$ cat src/rtl/alarm_panel_pkg.sv
package alarm_panel_pkg;

  typedef struct packed {
    logic major;
    logic minor;
  } alarm_lvl_t;

  typedef enum logic [1:0] {
    COL_GREEN  = 2'd0,
    COL_YELLOW = 2'd1,
    COL_RED    = 2'd2
  } colour_e;

  localparam int NUM_BTN = 2;
  localparam int BTN_CLEAR  = 0;
  localparam int BTN_CUTOFF = 1;

endpackage

$ cat src/rtl/apc_sync.sv
module apc_sync #(
  parameter int STAGES = 2,
  parameter int WIDTH  = 1
) (
  input  logic             clk_i,
  input  logic             rst_ni,
  input  logic [WIDTH-1:0] d_i,
  output logic [WIDTH-1:0] q_o
);
  // STAGES must be 2 or more
  logic [STAGES-1:0][WIDTH-1:0] chain_q;
  logic [STAGES-1:0][WIDTH-1:0] chain_d;

  always_comb begin
    chain_d = {chain_q[STAGES-2:0], d_i};
  end

  always_ff @(posedge clk_i or negedge rst_ni) begin
    if (!rst_ni) chain_q <= '0;
    else         chain_q <= chain_d;
  end

  assign q_o = chain_q[STAGES-1];

endmodule

$ cat src/rtl/apc_debounce.sv
module apc_debounce #(
  parameter int SYNC_STAGES   = 2,
  parameter int DEBOUNCE_HOLD = 50000
) (
  input  logic clk_i,
  input  logic rst_ni,
  input  logic btn_raw_i,
  output logic press_o
);
  localparam int CW = $clog2(DEBOUNCE_HOLD + 1);
  localparam logic [CW-1:0] LAST = CW'(DEBOUNCE_HOLD - 1);

  logic          btn_s;
  logic [CW-1:0] cnt_q, cnt_d;
  logic          stable_q, stable_d;
  logic          press_q, press_d;

  apc_sync #(.STAGES(SYNC_STAGES), .WIDTH(1)) u_sync (
    .clk_i  (clk_i),
    .rst_ni (rst_ni),
    .d_i    (btn_raw_i),
    .q_o    (btn_s)
  );

  always_comb begin
    cnt_d    = '0;
    stable_d = stable_q;
    press_d  = 1'b0;
    if (btn_s != stable_q) begin
      if (cnt_q == LAST) begin
        stable_d = btn_s;
        press_d  = btn_s;
      end else begin
        cnt_d = cnt_q + 1'b1;
      end
    end
  end

  always_ff @(posedge clk_i or negedge rst_ni) begin
    if (!rst_ni) begin
      cnt_q    <= '0;
      stable_q <= 1'b0;
      press_q  <= 1'b0;
    end else begin
      cnt_q    <= cnt_d;
      stable_q <= stable_d;
      press_q  <= press_d;
    end
  end

  assign press_o = press_q;

  // one action per press
  assert_single_pulse_R10: assert property (@(posedge clk_i) disable iff (!rst_ni)
    press_q |=> !press_q);
  // a press is only reported with the debounced state high
  assert_press_stable_R10: assert property (@(posedge clk_i) disable iff (!rst_ni)
    press_q |-> stable_q);
  // debounced state moves only after a full hold window
  assert_hold_window_R10: assert property (@(posedge clk_i) disable iff (!rst_ni)
    (stable_q != $past(stable_q)) |-> ($past(cnt_q) == LAST));

endmodule

$ cat src/rtl/apc_status.sv
module apc_status
  import alarm_panel_pkg::*;
(
  input  logic       clk_i,
  input  logic       rst_ni,
  input  alarm_lvl_t alarm_s_i,
  input  logic       clr_press_i,
  output alarm_lvl_t alarm_l_o,
  output logic       new_alarm_o,
  output logic       led_red_o,
  output logic       led_yellow_o,
  output logic       led_green_o,
  output logic       led_hist_o
);
  alarm_lvl_t lvl_q, lvl_d;
  logic       hist_q, hist_d, hist_en;
  colour_e    colour;

  always_comb begin
    lvl_d   = alarm_s_i;
    hist_en = clr_press_i | (lvl_q.major & ~hist_q);
    hist_d  = ~clr_press_i;
  end

  always_ff @(posedge clk_i or negedge rst_ni) begin
    if (!rst_ni) lvl_q <= '0;
    else         lvl_q <= lvl_d;
  end

  always_ff @(posedge clk_i or negedge rst_ni) begin
    if (!rst_ni)      hist_q <= 1'b0;
    else if (hist_en) hist_q <= hist_d;
  end

  always_comb begin
    if (lvl_q.major)      colour = COL_RED;
    else if (lvl_q.minor) colour = COL_YELLOW;
    else                  colour = COL_GREEN;
  end

  assign led_red_o    = (colour == COL_RED);
  assign led_yellow_o = (colour == COL_YELLOW);
  assign led_green_o  = (colour == COL_GREEN);
  assign led_hist_o   = hist_q;
  assign alarm_l_o    = lvl_q;
  assign new_alarm_o  = (alarm_s_i.major & ~lvl_q.major) | (alarm_s_i.minor & ~lvl_q.minor);

  // exactly one status colour
  assert_one_colour_R4: assert property (@(posedge clk_i) disable iff (!rst_ni)
    $countones({led_red_o, led_yellow_o, led_green_o}) == 1);
  // history sets after a major level
  assert_hist_sets_R5: assert property (@(posedge clk_i) disable iff (!rst_ni)
    (lvl_q.major && !clr_press_i) |=> led_hist_o);
  // history holds without a clear
  assert_hist_holds_R5: assert property (@(posedge clk_i) disable iff (!rst_ni)
    (led_hist_o && !clr_press_i) |=> led_hist_o);
  // a clear press extinguishes history
  assert_hist_clear_R6: assert property (@(posedge clk_i) disable iff (!rst_ni)
    clr_press_i |=> !led_hist_o);

endmodule

$ cat src/rtl/apc_relay.sv
module apc_relay
  import alarm_panel_pkg::*;
(
  input  logic       clk_i,
  input  logic       rst_ni,
  input  alarm_lvl_t alarm_l_i,
  input  logic       new_alarm_i,
  input  logic       cut_press_i,
  output logic       relay_major_o,
  output logic       relay_minor_o
);
  logic cut_q, cut_d, cut_en;

  always_comb begin
    cut_en = new_alarm_i | cut_press_i;
    cut_d  = ~new_alarm_i;
  end

  always_ff @(posedge clk_i or negedge rst_ni) begin
    if (!rst_ni)     cut_q <= 1'b0;
    else if (cut_en) cut_q <= cut_d;
  end

  assign relay_major_o = alarm_l_i.major & ~cut_q;
  assign relay_minor_o = alarm_l_i.minor & ~cut_q;

  // a cutoff silences both relays
  assert_cutoff_silences_R8: assert property (@(posedge clk_i) disable iff (!rst_ni)
    (cut_press_i && !new_alarm_i) |=> (!relay_major_o && !relay_minor_o));
  // a new alarm edge restores relays to the alarm levels
  assert_new_alarm_R9: assert property (@(posedge clk_i) disable iff (!rst_ni)
    new_alarm_i |=> ((relay_major_o == alarm_l_i.major) && (relay_minor_o == alarm_l_i.minor)));
  // relays stay silent without a new edge once cut off
  assert_cut_sticky_R7: assert property (@(posedge clk_i) disable iff (!rst_ni)
    (!relay_major_o && !relay_minor_o && alarm_l_i.major && !new_alarm_i) |=> !relay_major_o);

endmodule

$ cat src/rtl/alarm_panel_ctrl.sv
module alarm_panel_ctrl
  import alarm_panel_pkg::*;
#(
  parameter int SYNC_STAGES   = 2,
  parameter int DEBOUNCE_HOLD = 50000
) (
  input  logic clk_i,
  input  logic rst_ni,
  input  logic major_req_i,
  input  logic minor_req_i,
  input  logic clear_btn_i,
  input  logic cutoff_btn_i,
  output logic led_red_o,
  output logic led_yellow_o,
  output logic led_green_o,
  output logic led_hist_o,
  output logic relay_major_o,
  output logic relay_minor_o
);
  logic [1:0]         rst_pipe_q;
  logic               rst_n_int;
  logic [NUM_BTN-1:0] btn_raw;
  logic [NUM_BTN-1:0] btn_press;
  alarm_lvl_t         alarm_raw, alarm_s, alarm_l;
  logic               new_alarm;

  // asynchronous assert, synchronous release
  always_ff @(posedge clk_i or negedge rst_ni) begin
    if (!rst_ni) rst_pipe_q <= '0;
    else         rst_pipe_q <= {rst_pipe_q[0], 1'b1};
  end
  assign rst_n_int = rst_pipe_q[1];

  assign btn_raw[BTN_CLEAR]  = clear_btn_i;
  assign btn_raw[BTN_CUTOFF] = cutoff_btn_i;

  for (genvar b = 0; b < NUM_BTN; b++) begin : g_btn
    apc_debounce #(
      .SYNC_STAGES   (SYNC_STAGES),
      .DEBOUNCE_HOLD (DEBOUNCE_HOLD)
    ) u_deb (
      .clk_i     (clk_i),
      .rst_ni    (rst_n_int),
      .btn_raw_i (btn_raw[b]),
      .press_o   (btn_press[b])
    );
  end

  assign alarm_raw.major = major_req_i;
  assign alarm_raw.minor = minor_req_i;

  apc_sync #(.STAGES(SYNC_STAGES), .WIDTH(2)) u_alarm_sync (
    .clk_i  (clk_i),
    .rst_ni (rst_n_int),
    .d_i    (alarm_raw),
    .q_o    (alarm_s)
  );

  apc_status u_status (
    .clk_i        (clk_i),
    .rst_ni       (rst_n_int),
    .alarm_s_i    (alarm_s),
    .clr_press_i  (btn_press[BTN_CLEAR]),
    .alarm_l_o    (alarm_l),
    .new_alarm_o  (new_alarm),
    .led_red_o    (led_red_o),
    .led_yellow_o (led_yellow_o),
    .led_green_o  (led_green_o),
    .led_hist_o   (led_hist_o)
  );

  apc_relay u_relay (
    .clk_i         (clk_i),
    .rst_ni        (rst_n_int),
    .alarm_l_i     (alarm_l),
    .new_alarm_i   (new_alarm),
    .cut_press_i   (btn_press[BTN_CUTOFF]),
    .relay_major_o (relay_major_o),
    .relay_minor_o (relay_minor_o)
  );

  // red follows the synchronized major level one edge later
  assert_red_tracks_R2: assert property (@(posedge clk_i) disable iff (!rst_n_int)
    alarm_s.major |=> led_red_o);
  // relays never energise without an alarm level
  assert_relay_needs_alarm_R1: assert property (@(posedge clk_i) disable iff (!rst_n_int)
    (relay_major_o |-> led_red_o) and (relay_minor_o |-> !led_green_o));

endmodule

$ cat config.mk
export PLATFORM = sky130hd
export DESIGN_NAME = alarm_panel_ctrl
export DESIGN_NICKNAME = d
export VERILOG_FILES = /design/src/rtl/alarm_panel_pkg.sv /design/src/rtl/apc_sync.sv /design/src/rtl/apc_debounce.sv /design/src/rtl/apc_status.sv /design/src/rtl/apc_relay.sv /design/src/rtl/alarm_panel_ctrl.sv
export SDC_FILE = /design/constraint.sdc
export NUM_CORES = 1
export LEC_CHECK = 0
export BUFFER_PORTS_ARGS = -buffer_cell sky130_fd_sc_hd__buf_2
export CAP_MARGIN = 10
export CELL_PAD_IN_SITES_DETAIL_PLACEMENT = 0
export CELL_PAD_IN_SITES_GLOBAL_PLACEMENT = 1
export CORE_ASPECT_RATIO = 0.6
export CORE_MARGIN = 1.5
export CORE_UTILIZATION = 51
export DETAILED_ROUTE_END_ITERATION = 10
export PLACE_DENSITY_LB_ADDON = 0.1
export SYNTH_ARGS = -nofsm -noshare
export SYNTH_HDL_FRONTEND = slang
export SYNTH_HIERARCHICAL = 1
export SYNTH_SLANG_ARGS = --single-unit
$ cat constraint.sdc
create_clock -name clk_i -period 4.6 [get_ports clk_i]
set_input_delay 0.46 -clock clk_i [delete_from_list [all_inputs] [get_ports clk_i]]
set_output_delay 0.46 -clock clk_i [all_outputs]
set_load 0.02 [all_outputs]
# --- Word-level counts from Yosys, hierarchy flattened ---
# Index checks and enable logic that the tools add are counted.
# Widths: inputs -> output; s select.
totals:
  output_inout_bits: 6
  reg_bits: 50
  wordCells: 52
  inputBits: 6
classes:
  mux: 10
  reduce_logical: 3
  bitwise: 14
  n_eq_ne: 6
  add_sub_neg: 2
ops:
  columns: ["op", "count"]
  rows:
  - ["$mux 16", 4]
  - ["$add 16x1->16 const B", 2]
  - ["$eq 16x16->1 const B", 2]
  - ["$not 1->1", 6]
  - ["$and 1x1->1", 5]
  - ["$mux 1", 5]
  - ["$reduce_and 2->1", 2]
  - ["$or 1x1->1", 3]
  - ["$eq 2x1->1 const B", 1]
  - ["$eq 2x2->1 const B", 1]
  - ["$logic_not 2->1", 1]
  - ["$mux 2", 1]
  - ["$ne 1x1->1", 2]

# --- Depth between registers and ports, before layout ---
# Gate-level depths: netlist of run 1.
depth:
  word_depth: 4
  ltp_mapped: 6
  mapped_depth_nobuf: 5

# --- Hierarchy ---
# Netlist of run 1, hierarchy kept.
by_module_without_submodules:
  columns: ["module", "n_inst", "area_each_um2", "seq_area_each_um2", "cells_each"]
  rows:
  - ["apc_debounce", 2, 877.1, 450.4, 84]
  - ["apc_status", 1, 110.1, 75.1, 11]
  - ["apc_sync at g_btn[0].u_deb.u_sync ...", 2, 50.0, 50.0, 2]
  - ["apc_sync at u_alarm_sync", 1, 100.1, 100.1, 4]
  - ["alarm_panel_ctrl", 1, 53.8, 50.0, 3]
  - ["apc_relay", 1, 47.5, 25.0, 4]

# --- Worst setup path before layout of run 1 ---
# OpenSTA, ideal clock, no wires.
synth_path:
  path_type: "reg2reg"
  from: "reg g_btn[0].u_deb.cnt_q[7]"
  to: "reg g_btn[0].u_deb.cnt_q[14]"
  path_stages_with_launch: 5
  required_time_ns: 4.523
  path_buffers: 0
  period_less_slack_ns: 1.530
  arrival_ns: 1.452
  setup_ns: 0.077
  setup_slack_ns: 3.070
  path_cell_list: "dfrtp_1 nand4_2 or3_1 or4_1 a21oi_1"
synth_between:
  elab_chain_len: 3
  elab_cells_between_ends: 4
  cone_classes: "add/sub (1); eq/ne (1); mux (2)"
synth_rtl:
  columns: ["item", "line_no", "source"]
  rows:
  - ["start: declaration", "apc_debounce.sv:14", "logic [CW-1:0] cnt_q, cnt_d;"]
  - ["start signal: assignment", "apc_debounce.sv:45", "cnt_q <= cnt_d;"]
  - ["$add 16x1->16 / $eq 16x16->1 (equally long branches)", "apc_debounce.sv:34, apc_debounce.sv:30", null]
  - ["$mux 16 (*)", "apc_debounce.sv:30", "if (cnt_q == LAST) begin"]
  - ["$mux 16 (*)", "apc_debounce.sv:29", "if (btn_s != stable_q) begin"]
  - ["via g_btn[0].u_deb.cnt_d[14]", "apc_debounce.sv:14", null]
# Mark *: on every way through the listed nets, which the timed path passes. The rest lies on a longest branch.
# A chain may end at the register's enable or synchronous reset.

# --- Worst setup path after layout of run 1 ---
layout_path:
  from: "reg g_btn[1].u_deb.cnt_q[7]"
  to: "reg g_btn[1].u_deb.cnt_q[14]"
layout_between:
  elab_chain_len: 3
  elab_cells_between_ends: 4
  cone_classes: "add/sub (1); eq/ne (1); mux (2)"
layout_rtl:
  columns: ["item", "line_no"]
  rows:
  - ["start: declaration", "apc_debounce.sv:14"]
  - ["start signal: assignment", "apc_debounce.sv:45"]
  - ["$add 16x1->16 / $eq 16x16->1 (equally long branches)", "apc_debounce.sv:34, apc_debounce.sv:30"]
  - ["$mux 16 (*)", "apc_debounce.sv:30"]
  - ["$mux 16 (*)", "apc_debounce.sv:29"]
  - ["via g_btn[1].u_deb.cnt_d[14]", "apc_debounce.sv:14"]
# Marks and branches as above.

==> results.toml, run 1 <==
[synthesis]
syn_avg_cell_area_um2 = 11.2
yosysSeqAreaShare = 0.578
yosysWarnings = 6
ys_types = 29
syn-num-nets = 202
syn_inst = 194
netlist_area_um2 = 2170
synth-seq-cells = 50

[route]
num_vias = 1437
dr.pass1.iters = 4
post_drt_wl_per_cell_um = 14.3
routed_wl_mm = 3.88
detail-route-antenna-nets = 0
avgViaCountPerCell = 5.30
drt_drc_violations_left = 0
drt_iter0_drc = 135

[critical_path]
cp.required_ns = 4.82
crit_path_max_fanout = 6
worstRegToRegCells = 4
cp-start-kind = "flip-flop"
r2r-start = "g_btn[1].u_deb/cnt_q[7]"
crit_path_end_kind = "flip-flop"
r2r_end = "g_btn[1].u_deb/cnt_q[14]"
regToRegSetupSlack_ns = 2.91
critPathKind = "flip-flop to flip-flop"
worst_ep_arrival_time_ns = 1.92

[floorplanning]
core-area_um2 = 4100
die_y_um = 53.5
rows = 18
initial_core_util = 0.528
io_pins = 12
die_area_um2 = 4660
die_w_um = 87.1

[final_layout]
syn_to_final_growth_pct = 10.3
multiInputGateArea_um2 = 863
nFillCells = 374
drive_above_1_share = 0.133
fin_nets = 218
diodes = 0
register_area_um2 = 1250

[global_route]
antenna_found_initial = 0
grt_start_max_net_pins = 49
grt_pass1_wl_mm = 6.41
grt_pass1_vias = 1267
overflow = 0
globalRouteTotalUtil = 0.189

[pwr]
power_density_nw_per_um2 = 312
p_leak_uw = 0.00102
peakVddDrop_uv = 194

[cts]
cts_made_buffers = 5
clk-insertion-delay-late_ns = 0.29
cts_setup_buffers = 0
cts_buffer_depth = 2
clock-sinks = 50
cts.reportedPaths.clkPinSlew_ns = 0.09
cts_tree = "yes"
clock-root-buffer = "clkbuf_8"
htree_levels = 2

[timing]
fin_hold_ws_ns = 0.268
finalCriticalPeriod_ns = 1.69
tightest_slew_ns = 1.01
final-setup-viol-count = 0
fmax_ghz = 0.590
rsz0062_at_grt = "false"
slew_headroom = 0.327
tns_ns = 0
finalHoldViolCount = 0
timing.final.max_slew_violations = 0
min_period_over_period = 0.368
clock_skew_ns = 0.00834

[placement]
portBuffers = 11
hpwl_mm = 2.74
gp_congestion = 0.810

[hold_path]
min_to = "u_alarm_sync/chain_d[3]"
holdCritStartpoint = "major_req_i"
hold_path_class = "primary input to flip-flop"
holdPathStages = 1

[run_status]
outcome = "complete, no violations"

[flow_run]
cap_violations = 0
[critical path, stage by stage, from the launching register on]
cell and delay [ns]:
dfrtp_1 0.50, nand4_2 0.19, or3_1 0.39, or4_1 0.40
a21oi_1 0.15
[what timing repair did]
item	CTS	global route
hold endpoints to repair	2	0
hold buffers	1	0
gates resized for setup	0	0
[logic make-up (layout without fill, tap and decap cells)]
group                      Yosys count  after routing  share of synthesized area
DFF                                 50             50                      0.578
buffers and inverters               13             30                     0.0237
muxes                                2              2                     0.0104
xor gates and xnor gates            28             28                      0.113
other                                1              1                    0.00173
adders and majority gates            2              2                     0.0116
AOI/OAI and AO/OA                    6              6                     0.0191
and+or+nand+nor                     92             92                      0.243
[final cells by class]
| type | instances | share of cell area |
|---|---|---|
| Clock inverter | 2 | 0.00524 |
| Sequential cell | 50 | 0.524 |
| Clock buffer | 6 | 0.0346 |
| Tap cell | 60 | 0.0314 |
| Timing Repair Buffer | 12 | 0.0272 |
| Inverter | 10 | 0.0157 |
| Multi-Input combinational cell | 131 | 0.361 |
[where the power goes]
part	total, uW	switching (uW)	internal, uW
clock network	258	137	121
registers	464	15.0	449
logic	23.7	13.5	10.1
total	745	166	580
[routing by layer]
| metal | vias up | track usage | wire length, um |
|---|---|---|---|
| li1 | 693 | - | - |
| met1 | 698 | 0.299 | 2100 |
| met2 | 43 | 0.247 | 1550 |
| met3 | 3 | 0.0530 | 222 |
| met4 | 0 | 0.0503 | 16 |
| met5 | - | 0 | 0 |
[cells in the final DEF (no fill, tap or decap), types with 2 or more instances in the layout]
cell / synthesis / layout
buf_2: 2 / 11
xnor2_1: 22 / 22
nor2b_1: 3 / 3
nand3_1: 8 / 8
nor4b_1: 2 / 2
xor2_1: 6 / 6
nand3_2: 2 / 2
dfrtp_1: 50 / 49
nand2_1: 4 / 4
and3_1: 4 / 4
nand4_2: 4 / 4
a21oi_1: 2 / 2
nor3_1: 8 / 8
nor4bb_1: 4 / 4
or3_1: 2 / 2
nand2_4: 2 / 2
or4_1: 2 / 2
nor4_1: 6 / 6
nor2_1: 35 / 35
clkbuf_8: 0 / 6
inv_1: 10 / 10
o31ai_1: 2 / 2
mux2_1: 2 / 2
nor3b_1: 2 / 2
ha_1: 2 / 2
nand4_1: 4 / 4
[synthesized netlist by cell type]
cell type	instances	area, um2
or4_1	2	15.0
nand2_4	2	22.5
nor4bb_1	4	40.0
nor3b_1	2	15.0
o22ai_1	1	6.26
nor2_1	35	131
nand2_1	4	15.0
nand3_2	2	20.0
a21oi_1	2	10.0
inv_1	10	37.5
or3_1	2	12.5
buf_2	2	10.0
dfrtp_1	50	1250
mux2_1	2	22.5
xnor2_1	22	193
xor2_1	6	52.6
nor4_1	6	37.5
conb_1	1	3.75
nand3_1	8	40.0
ha_1	2	25.0
nand4_2	4	50.1
nand4_1	4	25.0
clkbuf_1	1	3.75
and3_1	4	25.0
o21ba_1	1	10.0
nor4b_1	2	17.5
nor3_1	8	40.0
o31ai_1	2	15.0
nor2b_1	3	18.8
[how the worst max path moves through the flow]
stage	start	to	slack [ns]	depth (start not counted)
2_1_floorplan	g_btn[0].u_deb/cnt_q[7]	g_btn[0].u_deb/cnt_q[14]	3.07	4
3_3_place_gp	g_btn[0].u_deb/cnt_q[7]	g_btn[0].u_deb/cnt_q[14]	3.00	4
3_5_place_dp	g_btn[0].u_deb/cnt_q[7]	g_btn[0].u_deb/cnt_q[14]	2.93	4
4_1_cts	g_btn[1].u_deb/cnt_q[7]	g_btn[1].u_deb/cnt_q[14]	2.93	4
5_1_grt	g_btn[0].u_deb/cnt_q[7]	g_btn[0].u_deb/cnt_q[14]	2.81	4
6_report	g_btn[1].u_deb/cnt_q[7]	g_btn[1].u_deb/cnt_q[14]	2.91	4
[through the flow]
step                      cell area (um2)  total power (uW)   util  setup WS, ns  cells
final                                2390               745  0.583          2.91    271
after global routing                 2390               780  0.583          2.81    271
after CTS                            2390               756  0.583          2.93    271
after detailed placement             2280               496  0.557          2.93    262
after global placement               2280               495  0.557          3.00    262
after floorplan                      2170               485      -          3.07    194
[registers in the layout, indices dropped and copies added (netlist names)]
name,flops
g_btn.u_deb/u_sync/chain_d,2
g_btn.u_deb/u_sync/q_o,2
u_status/led_hist_o,1
rst_pipe_q,2
g_btn.u_deb/stable_q,2
u_alarm_sync/q_o,2
u_alarm_sync/chain_d,2
u_status/alarm_l_o,2
u_relay/cut_q,1
g_btn.u_deb/cnt_q,32
g_btn.u_deb/press_o,2
Note: power is estimated with default switching activity, not from simulation.
==> run 2: changes to the inputs <==
Settings changed: CORE_UTILIZATION 51 to 48.
Clock period 4.6 ns to 1.7 ns, I/O delays scaled along.
==> run 2 against run 1 <==
Net effect: critical path depth shrank 1; via count shrank 2.6%; register-to-register slack lost 2.8 ns; critical path type unchanged; largest power group unchanged.
==> results.toml, run 2 (same netlist as run 1, synthesis figures left out) <==
[global_route]
grt_start_max_net_pins = 49
grt_pass1_vias = 1384
antenna_found_initial = 0
overflow = 0
grt_pass1_wl_mm = 6.41
globalRouteTotalUtil = 0.171

[final_layout]
top_register = "g_btn.u_deb/cnt_q"
largest_reg_flops = 32
layout_common_cells = "dfrtp_1 (48), nor2_1 (35), xnor2_1 (22), buf_2 (11), inv_1 (10)"
fin_nets = 226
nFillCells = 373
diodes = 0
syn_to_final_growth_pct = 13.7
post-route-cell-area_um2 = 2460
drive_above_1_share = 0.155
layout_commonest_cell = "dfrtp_1"

[timing]
finalHoldViolCount = 0
clock_skew_ns = 0.00951
final-setup-viol-count = 0
fmax_ghz = 0.626
finalCriticalPeriod_ns = 1.60
slew_headroom = 0.610
min_period_over_period = 0.940
tightest_slew_ns = 0.585
tns_ns = 0
fin_hold_ws_ns = 0.178
rsz0062_at_grt = "false"
timing.final.max_slew_violations = 0

[critical_path]
critPathKind = "flip-flop to flip-flop"
cp-start-kind = "flip-flop"
cp_num_buf_inv = 0
r2r-start = "g_btn[1].u_deb/cnt_q[7]"
regToRegSetupSlack_ns = 0.10
path_cells = "nor4b_1 -> nand4_2 -> mux2_1"
cpMaxStageDelayCell = "dfrtp_1"
r2r_end = "g_btn[1].u_deb/stable_q"
crit_path_max_fanout = 6
cp-startpoint = "g_btn[1].u_deb/cnt_q[7]"
slowest_delay_ns = 0.45
critPathTopFamily = "simple AND/OR/NAND/NOR gates"
cp.required_ns = 1.89
worst_ep_arrival_time_ns = 1.78
crit_path_end_kind = "flip-flop"
worstRegToRegCells = 3

[route]
post_drt_wl_per_cell_um = 13.4
dr.pass1.iters = 6
num_vias = 1400
avgViaCountPerCell = 5.02
detail-route-antenna-nets = 0
routed_wl_mm = 3.73
drt_drc_violations_left = 0
drt_iter0_drc = 41

[placement]
dpl_cell_area_um2 = 2310
portBuffers = 11
hpwl_mm = 2.55
gp_congestion = 0.782

[flow_run]
cap_violations = 0

[pwr]
power.switching_uw = 445
clkPwrFrac = 0.331
comb_power_share = 0.047
sw_frac_of_total = 0.224
power_density_nw_per_um2 = 806
p_int_uw = 1540
p_leak_uw = 0.00105
finalPower_uw = 1990
peakVddDrop_uv = 493
pwr-share-seq = 0.622

[cts]
htree_levels = 2
cts_tree = "yes"
clk-insertion-delay-late_ns = 0.30
clock-sinks = 50
cts_setup_buffers = 0
cts_buffer_depth = 2
clock-root-buffer = "clkbuf_8"
cts_made_buffers = 5
cts.reportedPaths.clkPinSlew_ns = 0.09

[run_status]
outcome = "complete, no violations"

[hold_path]
hold_path_class = "primary input to async pin"

[floorplanning]
rows = 18
io_pins = 12
core-area_um2 = 4210
die_area_um2 = 4940
die_w_um = 89.7
initial_core_util = 0.514
die_y_um = 55.0
-- run 2: per-layer routing --
metal  vias up  part of all wire  GRT usage
met5         -                 0          0
met4         0            0.0027     0.0397
met3         2             0.034     0.0533
met2        17              0.41      0.261
met1       676              0.56      0.242
li1        705                 -          -
-- run 2: worst max-delay path by stage --
stage / endpoint / slack, ns / cells past startpoint
floorplan: g_btn[0].u_deb/cnt_q[14] / 0.17 / 4
global placement: g_btn[0].u_deb/stable_q / 0.08 / 3
detailed placement: g_btn[0].u_deb/stable_q / 0.08 / 3
CTS: g_btn[0].u_deb/stable_q / 0.06 / 3
global route: g_btn[1].u_deb/stable_q / 0.008 / 3
finish: g_btn[1].u_deb/stable_q / 0.10 / 3
-- run 2: area by class of cell --
class                   instances  area, um2  area share
repair buffers                 20        135      0.0549
clock buffers                   6       72.6      0.0295
flip-flops and latches         50       1250       0.509
inverters                      10       37.5      0.0152
well taps                      60       75.1      0.0305
multi-input cells             131        875       0.355
clock inverters                 2       13.8     0.00559
-- run 2: worst reg2reg max path, cell delays in order, from the launching register on --
cell	delay, ns
dfrtp_1	0.45
nor4b_1	0.42
nand4_2	0.26
mux2_1	0.36
-- run 2: stage by stage --
| stage | std cells | utilization | worst slack (ns) |
|---|---|---|---|
| floorplan | 194 | - | 0.170 |
| global placement | 266 | 0.549 | 0.0787 |
| detailed placement | 266 | 0.549 | 0.0824 |
| CTS | 279 | 0.582 | 0.0603 |
| global route | 279 | 0.585 | 0.00821 |
| finish | 279 | 0.585 | 0.102 |
-- run 2: timing repair --
action                                  CTS  global route
endpoints found under the setup margin    0            15
hold buffers                              5             0
gates resized for setup                   0             3
endpoints found under the hold margin     6             0
-- run 2: power groups by stage --
stage / clock [uW] / sequential (uW) / combinational, uW
final: 656 / 1240 / 93.2
after global routing: 735 / 1240 / 107
after CTS: 692 / 1240 / 96.2
after detailed placement: 0 / 1260 / 86.5
after global placement: 0 / 1260 / 84.5
after floorplan: 0 / 1270 / 44.8
==> run 3: changes to the inputs <==
Settings changed: ABC_AREA set to 1, CORE_UTILIZATION 48 to 46.
==> run 3 against run 2 <==
Net effect: worst hold slack worse by 0.0087 ns; critical path depth up 3; sequential power about the same; synthesized area up 9.2%; count of clock-buffer cells in the layout down 1; routed wire length up 26%; critical endpoint is now g_btn[1].u_deb/cnt_q[8]; largest cell class unchanged; highest routed layer unchanged.
==> results.toml, run 3 <==
[placement]
dpl_cell_area_um2 = 2520
hpwl_mm = 3.46
portBuffers = 11
gp_congestion = 0.817
dp_slack_ns = 0.307

[synthesis]
synth_edf_count = 0
yosys.area_share.simple = 0.309
synth_ff_type = "dfrtp_1"
synth_top_area_cell = "dfrtp_1"
synth_top_family_by_area = "simple AND/OR/NAND/NOR gates"
netlist_top_cells_count = "nor2_1 (70), nand2_1 (53), dfrtp_1 (50)"
netlist_area_um2 = 2370
synthAdderAreaFrac = 0.0106
synth-seq-cells = 50
syn_avg_cell_area_um2 = 8.36
syn-num-nets = 291
ys_types = 21
synth_top_cell_area_share = 0.529
yosysWarnings = 6
synth_area_leaders = "dfrtp_1 (53%), nor2_1 (11%), nand2_1 (8.4%)"
synth.area.mux_share = 0
synth_compound_area_frac = 0.0328
synthXorXnorAreaFrac = 0.0582
async_flop_share = 1.00
syn_inst = 283
yosysSeqAreaShare = 0.529
synth_most_common_cell = "nor2_1"

[cts]
cts.reportedPaths.clkPinSlew_ns = 0.09
cts_made_buffers = 5
clock-sinks = 50
clock-root-buffer = "clkbuf_8"
cts_buffer_depth = 2
htree_levels = 2
cts_tree = "yes"
clk-insertion-delay-late_ns = 0.30

[route]
detail-route-antenna-nets = 0
post_drt_wl_per_cell_um = 12.7
dr.pass1.iters = 4
avgViaCountPerCell = 4.86
drt_drc_violations_left = 0
drt_iter0_drc = 140
routed_wl_mm = 4.70
num_vias = 1799

[critical_path]
cp_num_buf_inv = 0
cpMaxStageDelayCell = "dfrtp_1"
slowest_delay_ns = 0.39
path_cells = "ha_1 -> nand3_1 -> nor2_1 -> nand2_2 -> nand2_2 -> nor2_1"
critPathTopFamily = "simple AND/OR/NAND/NOR gates"
worst_ep_arrival_time_ns = 1.61
worstRegToRegCells = 6
cp.required_ns = 1.89
critPathKind = "flip-flop to flip-flop"
crit_cells = 6
crit_path_end_kind = "flip-flop"
crit_path_max_fanout = 8
cp-start-kind = "flip-flop"

[final_layout]
fin_nets = 314
drive_above_1_share = 0.107
largest_reg_flops = 32
top_register = "g_btn.u_deb/cnt_q"
layout_common_cells = "nor2_1 (70), nand2_1 (53), dfrtp_1 (49), inv_1 (36), nand3_1 (26)"
diodes = 0
finish.utilization = 0.559
layout_commonest_cell = "nor2_1"
post-route-cell-area_um2 = 2660
syn_to_final_growth_pct = 12.3

[pwr]
p_int_uw = 1540
finalPower_uw = 2030
power_density_nw_per_um2 = 765
p_leak_uw = 0.00132
sw_frac_of_total = 0.240
clkPwrFrac = 0.339
power.switching_uw = 488
comb_power_share = 0.053
peakVddDrop_uv = 502
pwr-share-seq = 0.608

[hold_path]
hold_path_class = "primary input to async pin"

[floorplanning]
die_y_um = 58.6
die_w_um = 95.6
core-area_um2 = 4750
die_area_um2 = 5600
rows = 19
initial_core_util = 0.498
io_pins = 12

[global_route]
grt_pass1_vias = 1588
grt_start_max_net_pins = 49
overflow = 0
grt_pass1_wl_mm = 7.92
antenna_found_initial = 0
globalRouteTotalUtil = 0.193

[timing]
final-setup-viol-count = 0
timing.final.max_slew_violations = 0
finalHoldViolCount = 0
min_period_over_period = 0.834
rsz0062_at_grt = "false"
finalCriticalPeriod_ns = 1.42
tns_ns = 0
clock_skew_ns = 0.00362
postLayoutSetupSlackWorst_ns = 0.283
fmax_ghz = 0.706

[flow_run]
cap_violations = 0

[run_status]
outcome = "complete, no violations"
## run 3: cell types whose count changed after synthesis, sizes merged, moves of 3 or more
cell,delta
and3,-4
nor4,-6
nand3,+16
nor2,+37
xor2,+4
inv,+26
nor3,-4
a31oi,+4
nor2b,-3
nor4bb,-4
xnor2,-18
nand2,+51
## run 3: metrics by stage
stage	instances	hold WS, ns
floorplan	283	-0.126
detailed placement	357	-0.0434
global route	370	0.176
CTS	370	0.163
global placement	357	-0.0453
finish	370	0.169
## run 3: final cells by class
| class | count | area, um2 |
|---|---|---|
| Clock buffer | 5 | 68.8 |
| Clock inverter | 3 | 21.3 |
| Sequential cell | 50 | 1250 |
| Fill cell | 471 | 2100 |
| Multi-Input combinational cell | 196 | 976 |
| Inverter | 36 | 135 |
| Tap cell | 63 | 78.8 |
| Timing Repair Buffer | 17 | 125 |
## run 3: power by group through the flow
stage	Clock (uW)	Sequential (uW)	Combinational (uW)
floorplan	0	1270	51.4
global placement	0	1260	101
detailed placement	0	1260	102
CTS	723	1240	111
global route	785	1240	125
finish	689	1230	108
## run 3: cells by family after synthesis
kind of cell / after synthesis
simple gates: 167
flops: 50
buf+inv: 37
xor+xnor: 14
compound gates: 12
fa+ha+maj: 2
other cells: 1
## run 3: timing repair
item	CTS	global route
endpoints found under the setup margin	0	0
endpoints found under the hold margin	6	0
resized for setup	0	0
buffers inserted	0	0
hold buffers	5	0
## run 3: worst paths after layout
kind	from	slack, ns	endpoint
setup reg to reg	g_btn[1].u_deb/cnt_q[0]	0.28	g_btn[1].u_deb/cnt_q[8]
min in group clk_i	u_alarm_sync/chain_d[3]	0.36	u_alarm_sync/q_o[1]
hold / removal	rst_ni	0.17	rst_pipe_q[1]
hold reg to reg	rst_pipe_q[1]	0.24	g_btn[0].u_deb/cnt_q[15]
setup / recovery	g_btn[1].u_deb/cnt_q[0]	0.28	g_btn[1].u_deb/cnt_q[8]
max in group asynchronous	rst_pipe_q[1]	1.23	g_btn[1].u_deb/cnt_q[8]
## run 3: layer usage
metal	vias up	wire length [um]	GRT usage
li1	921	-	-
met1	838	2800	0.329
met2	35	1590	0.216
met3	5	272	0.0581
met4	0	37	0.0630
met5	-	0	0
